===== config.mk =====
export PLATFORM = sky130hd
export DESIGN_NAME = bic_block_tracker
export DESIGN_NICKNAME = d
export VERILOG_FILES = /design/src/rtl/bic_block_tracker.sv
export SDC_FILE = /design/constraint.sdc
export NUM_CORES = 1
export LEC_CHECK = 0
export ABC_AREA = 1
export BUFFER_PORTS_ARGS = -buffer_cell sky130_fd_sc_hd__buf_2
export CAP_MARGIN = 0
export CORE_MARGIN = 2
export CORE_UTILIZATION = 40
export DETAILED_ROUTE_END_ITERATION = 8
export GPL_TIMING_DRIVEN = 1
export PLACE_DENSITY = 0.66
export SETUP_SLACK_MARGIN = 0.15
export SLEW_MARGIN = 20
export SYNTH_ARGS = -nofsm -noshare
export SYNTH_HDL_FRONTEND = slang
export SYNTH_SLANG_ARGS = --single-unit

===== constraint.sdc =====
create_clock -name clk -period 1.47 [get_ports clk]
set_input_delay 0.2205 -clock clk [delete_from_list [all_inputs] [get_ports clk]]
set_output_delay 0.2205 -clock clk [all_outputs]
set_load 0.02 [all_outputs]

===== src/rtl/bic_block_tracker.sv =====
module bic_block_tracker #(
    parameter  int BEATS  = 8,
    localparam int BEAT_W = (BEATS > 1) ? $clog2(BEATS) : 1
) (
    input  logic              clk,
    input  logic              rst_n,
    input  logic              beat_valid,
    input  logic              beat_err,
    input  logic              beat_uncorr,
    input  logic [7:0]        beat_syn,
    output logic              blk_done,
    output logic              blk_err,
    output logic              blk_uncorr,
    output logic              first_vld,
    output logic [7:0]        first_syn,
    output logic [BEAT_W-1:0] first_beat
);
    typedef struct packed {
        logic [BEAT_W-1:0] cnt;
        logic              acc_err;
        logic              acc_unc;
        logic              done;
        logic              berr;
        logic              bunc;
        logic              fvld;
        logic [7:0]        fsyn;
        logic [BEAT_W-1:0] fbeat;
    } trk_t;

    trk_t s_d, s_q;
    logic starts_grp;
    logic prev_err, prev_unc;

    always_comb begin
        s_d        = s_q;
        s_d.done   = 1'b0;
        starts_grp = (s_q.cnt == '0);
        prev_err   = starts_grp ? 1'b0 : s_q.acc_err;
        prev_unc   = starts_grp ? 1'b0 : s_q.acc_unc;
        if (beat_valid) begin
            if (beat_err && !prev_err) begin
                s_d.fvld  = 1'b1;
                s_d.fsyn  = beat_syn;
                s_d.fbeat = s_q.cnt;
            end else if (starts_grp) begin
                s_d.fvld  = 1'b0;
                s_d.fsyn  = '0;
                s_d.fbeat = '0;
            end
            s_d.acc_err = prev_err | beat_err;
            s_d.acc_unc = prev_unc | beat_uncorr;
            if (s_q.cnt == BEAT_W'(BEATS - 1)) begin
                s_d.cnt  = '0;
                s_d.done = 1'b1;
                s_d.berr = s_d.acc_err;
                s_d.bunc = s_d.acc_unc;
            end else begin
                s_d.cnt = s_q.cnt + 1'b1;
            end
        end
    end

    always_ff @(posedge clk or negedge rst_n) begin
        if (!rst_n) s_q <= '0;
        else        s_q <= s_d;
    end

    assign blk_done   = s_q.done;
    assign blk_err    = s_q.berr;
    assign blk_uncorr = s_q.bunc;
    assign first_vld  = s_q.fvld;
    assign first_syn  = s_q.fsyn;
    assign first_beat = s_q.fbeat;

    p_done_needs_beat_r10: assert property (@(posedge clk) disable iff (!rst_n)
        !beat_valid |=> !blk_done);

    p_uncorr_in_err_r10: assert property (@(posedge clk) disable iff (!rst_n)
        blk_uncorr |-> blk_err);

    p_first_kept_r11: assert property (@(posedge clk) disable iff (!rst_n)
        (beat_valid && s_q.cnt != '0 && first_vld) |=> ($stable(first_syn) && $stable(first_beat) && first_vld));

    p_idle_hold_r11: assert property (@(posedge clk) disable iff (!rst_n)
        !beat_valid |=> ($stable(first_vld) && $stable(first_syn)));
endmodule


==> impl_metrics.yaml, run 1 <==
sta:
  grt_setup_unrepaired: "no"
  finalSetupViolCount: 0
  relSlewSlack_pct: 71.0
  hold_violations: 0
  worstMarginPinSlew_ns: 0.435
  setup_slack_ns: 0.246
  period_minus_slack_ns: 1.22
  clock_skew_ns: 0.00255
  fmax_mhz: 817
  fin_crit_sh_pct: 83.3
  slew_viol_final: 0
  tns_ns: 0
setup_path:
  required_ns: 1.66
  endpoint_kind: "register"
  start_kind: "register"
  arrival_ns: 1.41
  path_max_fanout: 6
  r2r_end: "first_syn[2]"
  crit_type: "reg -> reg"
  r2r_slack_ns: 0.25
  crit-reg2reg-launch: "s_q[18]"
  r2r_cells: 7
clock_tree:
  cts_max_level: 1
  cts_sinks: 20
  post_cts_buffers: 0
  clk_path_buf_depth: 2
  cts_tree: "yes"
  clock_latency_ns: 0.29
  cts_buffers: 3
  path_clk_slew_ns: 0.10
  cts-root-buf: "clkbuf_4"
routing:
  dr.pass1.iters: 4
  detail_route.wl_per_cell_um: 11.5
  drt-vias-per-instance: 4.68
  drtAntennaViolNets: 0
  drt_iter0_drc: 7
  drc: 0
  vias: 707
  postRouteWirelength_um: 1740
yosys:
  yosys.area.top_type: "dfrtp_1"
  netlist.area_leader.share_pct: 52.7
  synth_edf_count: 0
  ys.flop_type: "dfrtp_1"
  netlist_area_um2: 950
  yosysSeqAreaShare_pct: 52.7
  synth.area.top_cells: "dfrtp_1, nand2_1, buf_4, nand3_1, ha_1"
  async_reset_ff_share_pct: 100
  avgSynthCellArea_um2: 8.96
  synth_common_cells: "nand2_1, dfrtp_1, buf_4, nand3_1, inv_1"
  syn_inst: 106
  synth.most_common_cell: "nand2_1"
  ys_types: 15
  synthesis.nets: 122
  ys.warnings.count: 0
  ys_ff_latch: 20
cells_and_area:
  fin_util_pct: 47.8
  final_nets: 141
  antenna_cells: 0
  fillers: 233
  synthToLayoutAreaGrowth_pct: 12.4
  drive_gt1_share_pct: 31.7
  final_area_mm2: 0.00107
global_routing:
  grt_pass1_wl_um: 2750
  track_usage_pct: 13.9
  grt_pass1_vias: 651
  antenna_found_initial: 0
  grt_overflow: 0
  grt_max_degree: 21
min_path:
  hold_path_class: "in -> reg"
  min_from: "beat_uncorr"
  holdPathStages: 3
  min_to: "s_q[15]"
place:
  io_buffer_count: 27
  pre_cts_ws_ns: 0.205
  place_area_mm2: 0.00101
  gp_congestion: 0.781
  dp.final_hpwl_um: 1220
die:
  ios: 28
  fp.dieArea_mm2: 0.00278
  die_w_um: 52.7
  rows: 17
  core_mm2: 0.00223
  start_util_pct: 42.5
  fp.dieH_um: 52.7
power:
  leakagePower_nw: 0.611
  p_per_area_mw_per_mm2: 2020
  ir_drop_mv: 1.01
flow_run:
  max-cap-violations: 0
run_status:
  status: "complete, no violations"
[repair_timing]
item	4_1_cts	5_1_grt
endpoints found under the hold margin	20	0
resized for setup	0	6
hold buffers	1	0
endpoints found under the setup margin	0	13
[per-stage QoR]
| stage | hold slack (ns) | std cells | power, W |
|---|---|---|---|
| after detailed placement | 0.191 | 146 | 0.00187 |
| after global routing | 0.136 | 151 | 0.00235 |
| after CTS | 0.134 | 150 | 0.00213 |
| final | 0.144 | 151 | 0.00215 |
| after global placement | 0.189 | 146 | 0.00184 |
| after floorplan | -0.0751 | 106 | 0.00179 |
[cells by family after synthesis]
group | synth area share (%)
flops | 52.7
buf+inv | 15.2
fa+ha+maj | 3.95
simple gates | 23.6
compound gates | 4.61
[layer usage]
layer | part of all wire, % | up-vias | global-route usage, % | routed length [um]
met2 | 47 | 19 | 21.9 | 808
met5 | 0 | - | 0 | 0
li1 | - | 358 | - | -
met1 | 47 | 328 | 17.0 | 813
met4 | 1.0 | 0 | 8.97 | 18
met3 | 5.6 | 2 | 3.14 | 98
[state kept, by name (all words and copies together), names as in the netlist]
signal / count
first_syn: 8
s_q: 5
first_beat: 3
blk_done: 1
blk_err: 1
blk_uncorr: 1
first_vld: 1
[placed cells by master, fill, tap and decap left out, types with 3 or more instances in the layout]
cell type	instances
inv_1	6
nand3_1	13
nand2_4	3
nor2_1	4
buf_2	27
clkbuf_4	3
nand2_1	31
dfrtp_1	20
o21ai_0	5
[area by class of cell]
cell class / count / area, um^2 / share of cell area, %
timing repair buffer: 28 / 145 / 13.6
sequential: 20 / 500 / 46.9
tap: 28 / 35.0 / 3.28
inverter: 8 / 30.0 / 2.81
clock buffer: 3 / 22.5 / 2.11
multi-input combinational: 64 / 334 / 31.3
[where the power goes]
part / total, W / switching, W / internal (W)
combinational: 0.000983 / 0.000650 / 0.000332
sequential: 0.000929 / 0.000143 / 0.000786
clock: 0.000243 / 0.000148 / 0.0000952
[critical path: stages, from the launching register on]
cell     delay (ns)
dfrtp_1        0.41
inv_1          0.09
ha_2           0.20
nand2_4        0.09
o21ai_4        0.09
nand2_2        0.13
nand2_1        0.08
nand2_1        0.05
[worst max-delay path by stage]
stage / startpoint / endpoint / slack (ns) / cells past startpoint
global placement: s_q[17] / first_beat[0] / 0.26 / 7
finish: s_q[18] / first_syn[2] / 0.25 / 7
detailed placement: s_q[17] / first_syn[6] / 0.20 / 7
global route: s_q[17] / blk_err / 0.17 / 6
CTS: s_q[17] / first_syn[6] / 0.18 / 7
floorplan: s_q[17] / first_vld / 0.30 / 8
No activity file was read; power rests on OpenSTA's default activity.
==> run 2, diff against run 1 <==
- PLACE_DENSITY: 0.66 -> 0.69
- clock period: 1.47 -> 1.1 ns (I/O delays scaled with it)
==> run 2 against run 1 <==
Effect of this change:
- the flow now finishes with violations (negative setup slack)
- wire length is 13% higher
- final cell count rose by 9.9%
- sequential share of layout area is 10 points lower
- combinational power rose by 110%
- die area did not move
- clock skew about the same
- first-iteration DRC count rose by 29%
- largest cell class unchanged
- highest routed layer unchanged
==> impl_metrics.yaml, run 2 (synthesized netlist as in run 1, its figures left out) <==
run_status:
  status: "complete, but fails checks"
  violations: "negative setup slack"
setup_path:
  r2r_slack_ns: -0.08
  start_kind: "register"
  endpoint_kind: "register"
  cp_slowest_cell: "dfrtp_1"
  crit_chain: "ha_2 -> ha_4 -> nand2_4 -> inv_4 -> nor2_4 -> a21oi_2"
  path_max_fanout: 3
  crit_type: "reg -> reg"
  required_ns: 1.29
  arrival_ns: 1.38
  slowest_delay_ns: 0.44
  cp-startpoint: "s_q[17]"
  crit-reg2reg-launch: "s_q[17]"
min_path:
  min_from: "beat_uncorr"
  hold_path_class: "in -> reg"
flow_run:
  max-cap-violations: 0
power:
  p_seq_share_pct: 35.3
  p_per_area_mw_per_mm2: 2780
  ir_drop_mv: 1.43
  swShare_pct: 39.9
  p_sw_w: 0.00152
  p_int_w: 0.00229
  clock_power_share_pct: 11.0
  power_frac_comb_pct: 53.7
  leakagePower_nw: 0.729
clock_tree:
  cts-root-buf: "clkbuf_4"
  clock_latency_ns: 0.29
  cts_tree: "yes"
  clk_path_buf_depth: 2
  cts_buffers: 3
  cts_sinks: 20
  cts_max_level: 1
  path_clk_slew_ns: 0.11
cells_and_area:
  synthToLayoutAreaGrowth_pct: 44.3
  fillers: 191
  fin_util_pct: 61.3
  layout_common_cells: "nand2_1, dfrtp_1, buf_6"
  regArea_um2: 500
  final_area_mm2: 0.00137
  final_common_cell: "nand2_1"
  final_nets: 155
  multiInputGateArea_um2: 409
  fin_cells: 166
  largest_reg_flops: 8
  drive_gt1_share_pct: 51.4
  antenna_cells: 0
global_routing:
  grt_pass1_vias: 778
  grt_max_degree: 21
  grt_pass1_wl_um: 3260
  grt_overflow: 0
  track_usage_pct: 16.0
  antenna_found_initial: 0
routing:
  dr.pass1.iters: 5
  postRouteWirelength_um: 1960
  detail_route.wl_per_cell_um: 11.8
  drc: 0
  drt_iter0_drc: 9
  vias: 784
  drtAntennaViolNets: 0
  drt-vias-per-instance: 4.72
sta:
  fin_crit_sh_pct: 108
  clock_skew_ns: 0.00221
  setup_slack_ns: -0.0850
  hold_violations: 0
  finalSetupViolCount: 19
  period_minus_slack_ns: 1.18
  fmax_mhz: 844
  worstMarginPinSlew_ns: 0.442
  relSlewSlack_pct: 70.6
  slew_viol_final: 0
  grt_setup_unrepaired: "yes"
place:
  io_buffer_count: 27
  dp.cells: 149
  gp_congestion: 0.845
  place_area_mm2: 0.00106
  dp.final_hpwl_um: 1220
die:
  fp.dieArea_mm2: 0.00278
  core_mm2: 0.00223
  die_w_um: 52.7
  start_util_pct: 42.5
  fp.dieH_um: 52.7
  ios: 28
  rows: 17
[run 2: worst max-delay path: cells and delay by family (launching register included)]
family	cells	cell delay (ns)
AOI/OAI and AO/OA	1	0.03
adders and majority gates	2	0.39
buffers and inverters	1	0.05
DFF	1	0.44
and+or+nand+nor	2	0.18
[run 2: power by group through the flow]
stage          logic (W)  registers [W]  clock network (W)
3_5_place_dp     0.00133        0.00125                  0
6_report         0.00205        0.00134           0.000419
2_1_floorplan    0.00114        0.00130                  0
3_3_place_gp     0.00130        0.00123                  0
4_1_cts          0.00189        0.00130           0.000434
5_1_grt          0.00225        0.00138           0.000462
[run 2: cell type report]
cell class / count / share of cell area (%)
Multi-Input combinational cell: 64 / 29.9
Clock buffer: 4 / 2.65
Timing Repair Buffer: 42 / 26.0
Sequential cell: 20 / 36.5
Inverter: 8 / 2.37
Tap cell: 28 / 2.56
[run 2: through the flow]
stage	power, W	setup TNS, ns	setup WS, ns	hold WS, ns
2_1_floorplan	0.00243	-0.0495	-0.00745	-0.131
3_3_place_gp	0.00254	-0.625	-0.0589	0.126
3_5_place_dp	0.00258	-1.28	-0.102	0.139
4_1_cts	0.00363	-0.776	-0.0652	0.0831
5_1_grt	0.00409	-2.30	-0.143	0.0891
6_report	0.00381	-1.11	-0.0850	0.0826
[run 2: final timing paths]
| kind | to | cells past startpoint |
|---|---|---|
| min in group asynchronous | first_syn[6] | 2 |
| min reg2reg | s_q[15] | 2 |
| max | blk_err | 6 |
| max in group asynchronous | s_q[15] | 2 |
| max reg2reg | blk_err | 6 |
| min | s_q[15] | 3 |
[run 2: what timing repair did]
item                                    CTS  global route
buffers inserted                          6             5
gates resized for setup                  41            14
hold buffers                              1             0
hold endpoints to repair                 20             0
pin swaps                                 2             5
endpoints found under the setup margin   35            35
gates cloned                              1             0
[run 2: routing by layer]
layer  wire length (um)  global-route usage [%]  vias up
li1                   -                       -      384
met1                835                    19.1      368
met2               1000                    27.9       30
met3                107                    2.86        2
met4                 13                    6.41        0
met5                  0                       0        -
==> run 3, diff against run 2 <==
- SETUP_SLACK_MARGIN: 0.15 -> 0.02
==> run 3 against run 2 <==
Effect of this change:
- the run still ends with negative setup slack left
- flip-flop and latch count unchanged
- clock skew up 0.0057 ns
- combinational power down 20%
- clock-buffer cell count unchanged
- worst setup slack better by 0.017 ns
- utilization down 6.1 points
- register-to-register slack better by 0.02 ns
- first-iteration DRC count up 22%
==> impl_metrics.yaml, run 3 (synthesized netlist as in run 1, its figures left out) <==
run_status:
  status: "complete, but fails checks"
  violations: "negative setup slack"
clock_tree:
  clock_latency_ns: 0.30
  clk_path_buf_depth: 2
  cts_sinks: 20
  cts_max_level: 1
  cts-root-buf: "clkbuf_4"
  path_clk_slew_ns: 0.11
  cts_buffers: 3
  cts_tree: "yes"
setup_path:
  slowest_delay_ns: 0.43
  crit-reg2reg-launch: "s_q[18]"
  arrival_ns: 1.36
  required_ns: 1.30
  crit_chain: "ha_2 -> ha_4 -> nand2_4 -> inv_4 -> nor2_4 -> a21oi_2"
  endpoint_kind: "register"
  start_kind: "register"
  cp_slowest_cell: "dfrtp_1"
  cp-startpoint: "s_q[18]"
  path_max_fanout: 3
  crit_type: "reg -> reg"
min_path:
  hold_path_class: "in -> reg"
  min_from: "beat_uncorr"
power:
  p_per_area_mw_per_mm2: 2710
  leakagePower_nw: 0.667
  power_frac_comb_pct: 48.7
  p_int_w: 0.00190
  p_seq_share_pct: 38.8
  swShare_pct: 43.2
  ir_drop_mv: 1.36
  p_sw_w: 0.00144
  clock_power_share_pct: 12.5
routing:
  vias: 766
  dr.pass1.iters: 5
  dr_wl_met2_um: 953
  drt-vias-per-instance: 4.85
  wl_met3_um: 94
  top_layer_used: "met4"
  detail_route.wl_per_cell_um: 12.1
  drc: 0
  postRouteWirelength_um: 1920
  drtAntennaViolNets: 0
  met1_length_um: 833
  drt_iter0_drc: 11
cells_and_area:
  fillers: 220
  final_nets: 147
  drive_gt1_share_pct: 50.8
  antenna_cells: 0
  regArea_um2: 500
  fin_cells: 158
  final_common_cell: "buf_2"
  layout_common_cells: "buf_2, nand2_1, dfrtp_1"
  multiInputGateArea_um2: 420
  synthToLayoutAreaGrowth_pct: 29.9
  largest_reg_flops: 8
sta:
  finalSetupViolCount: 17
  fmax_mhz: 856
  hold_violations: 0
  grt_setup_unrepaired: "yes"
  tns_ns: -0.842
  slew_viol_final: 0
  relSlewSlack_pct: 70.9
  period_minus_slack_ns: 1.17
  worstMarginPinSlew_ns: 0.436
  clock_skew_ns: 0.00787
  fin_crit_sh_pct: 106
  setup_slack_ns: -0.0677
die:
  start_util_pct: 42.5
  core_mm2: 0.00223
  rows: 17
  fp.dieH_um: 52.7
  ios: 28
  fp.dieArea_mm2: 0.00278
  die_w_um: 52.7
global_routing:
  grt_max_degree: 21
  grt_pass1_wl_um: 3000
  track_usage_pct: 14.6
  grt_overflow: 0
  grt_pass1_vias: 720
  antenna_found_initial: 0
place:
  pre_cts_ws_ns: -0.112
  dp.cells: 149
  dp.final_hpwl_um: 1300
  io_buffer_count: 27
  gp_congestion: 0.845
flow_run:
  max-cap-violations: 0
## run 3: cell types whose count changed in the layout (fill, tap and decap cells not counted), sizes merged
cell | before | now
buf | 41 | 33
## run 3: what timing repair did
| action | CTS | global route |
|---|---|---|
| hold endpoints to repair | 20 | 0 |
| cloned | 1 | 0 |
| setup buffers | 0 | 3 |
| hold buffers | 1 | 0 |
| endpoints found under the setup margin | 19 | 19 |
| pin swaps | 2 | 2 |
| gates resized for setup | 11 | 20 |
## run 3: critical path: cells and delay by family (launching register included)
kind                       cells  cell delay (ns)
adders and majority gates      2             0.38
and+or+nand+nor                2             0.18
buffers and inverters          1             0.05
AOI/OAI and AO/OA              1             0.04
DFF                            1             0.43
## run 3: stage by stage
step                total power (W)  hold slack, ns  cell area, um^2  util, %
floorplan                   0.00243          -0.131              967        -
global placement            0.00254           0.129             1060     47.4
detailed placement          0.00261           0.139             1060     47.4
CTS                         0.00317          0.0876             1150     51.7
global route                0.00359          0.0893             1230     55.2
finish                      0.00334          0.0918             1230     55.2
## run 3: power by group through the flow
stage / sequential (W) / combinational [W] / clock, W
CTS: 0.00126 / 0.00148 / 0.000430
detailed placement: 0.00125 / 0.00136 / 0
floorplan: 0.00130 / 0.00114 / 0
global placement: 0.00124 / 0.00130 / 0
global route: 0.00133 / 0.00180 / 0.000465
finish: 0.00130 / 0.00163 / 0.000419
## run 3: final cells by class
type | count | share of cell area [%]
multi-input cells | 64 | 34.1
repair buffers | 34 | 16.9
flip-flops and latches | 20 | 40.6
inverters | 8 | 2.64
clock buffers | 4 | 2.94
well taps | 28 | 2.84
## run 3: path summary, 6_finish.rpt
path | to | slack, ns | cells past startpoint
max | blk_uncorr | -0.07 | 6
max reg2reg | blk_uncorr | -0.07 | 6
min reg2reg | first_syn[4] | 0.48 | 2
min in group asynchronous | first_syn[5] | 0.33 | 2
max in group asynchronous | s_q[18] | 0.47 | 2
min | s_q[15] | 0.09 | 3
## run 3: per-layer routing
layer | vias up | GRT usage [%]
li1 | 373 | -
met1 | 365 | 18.4
met2 | 24 | 24.8
met3 | 4 | 2.86
met4 | 0 | 5.13
met5 | - | 0
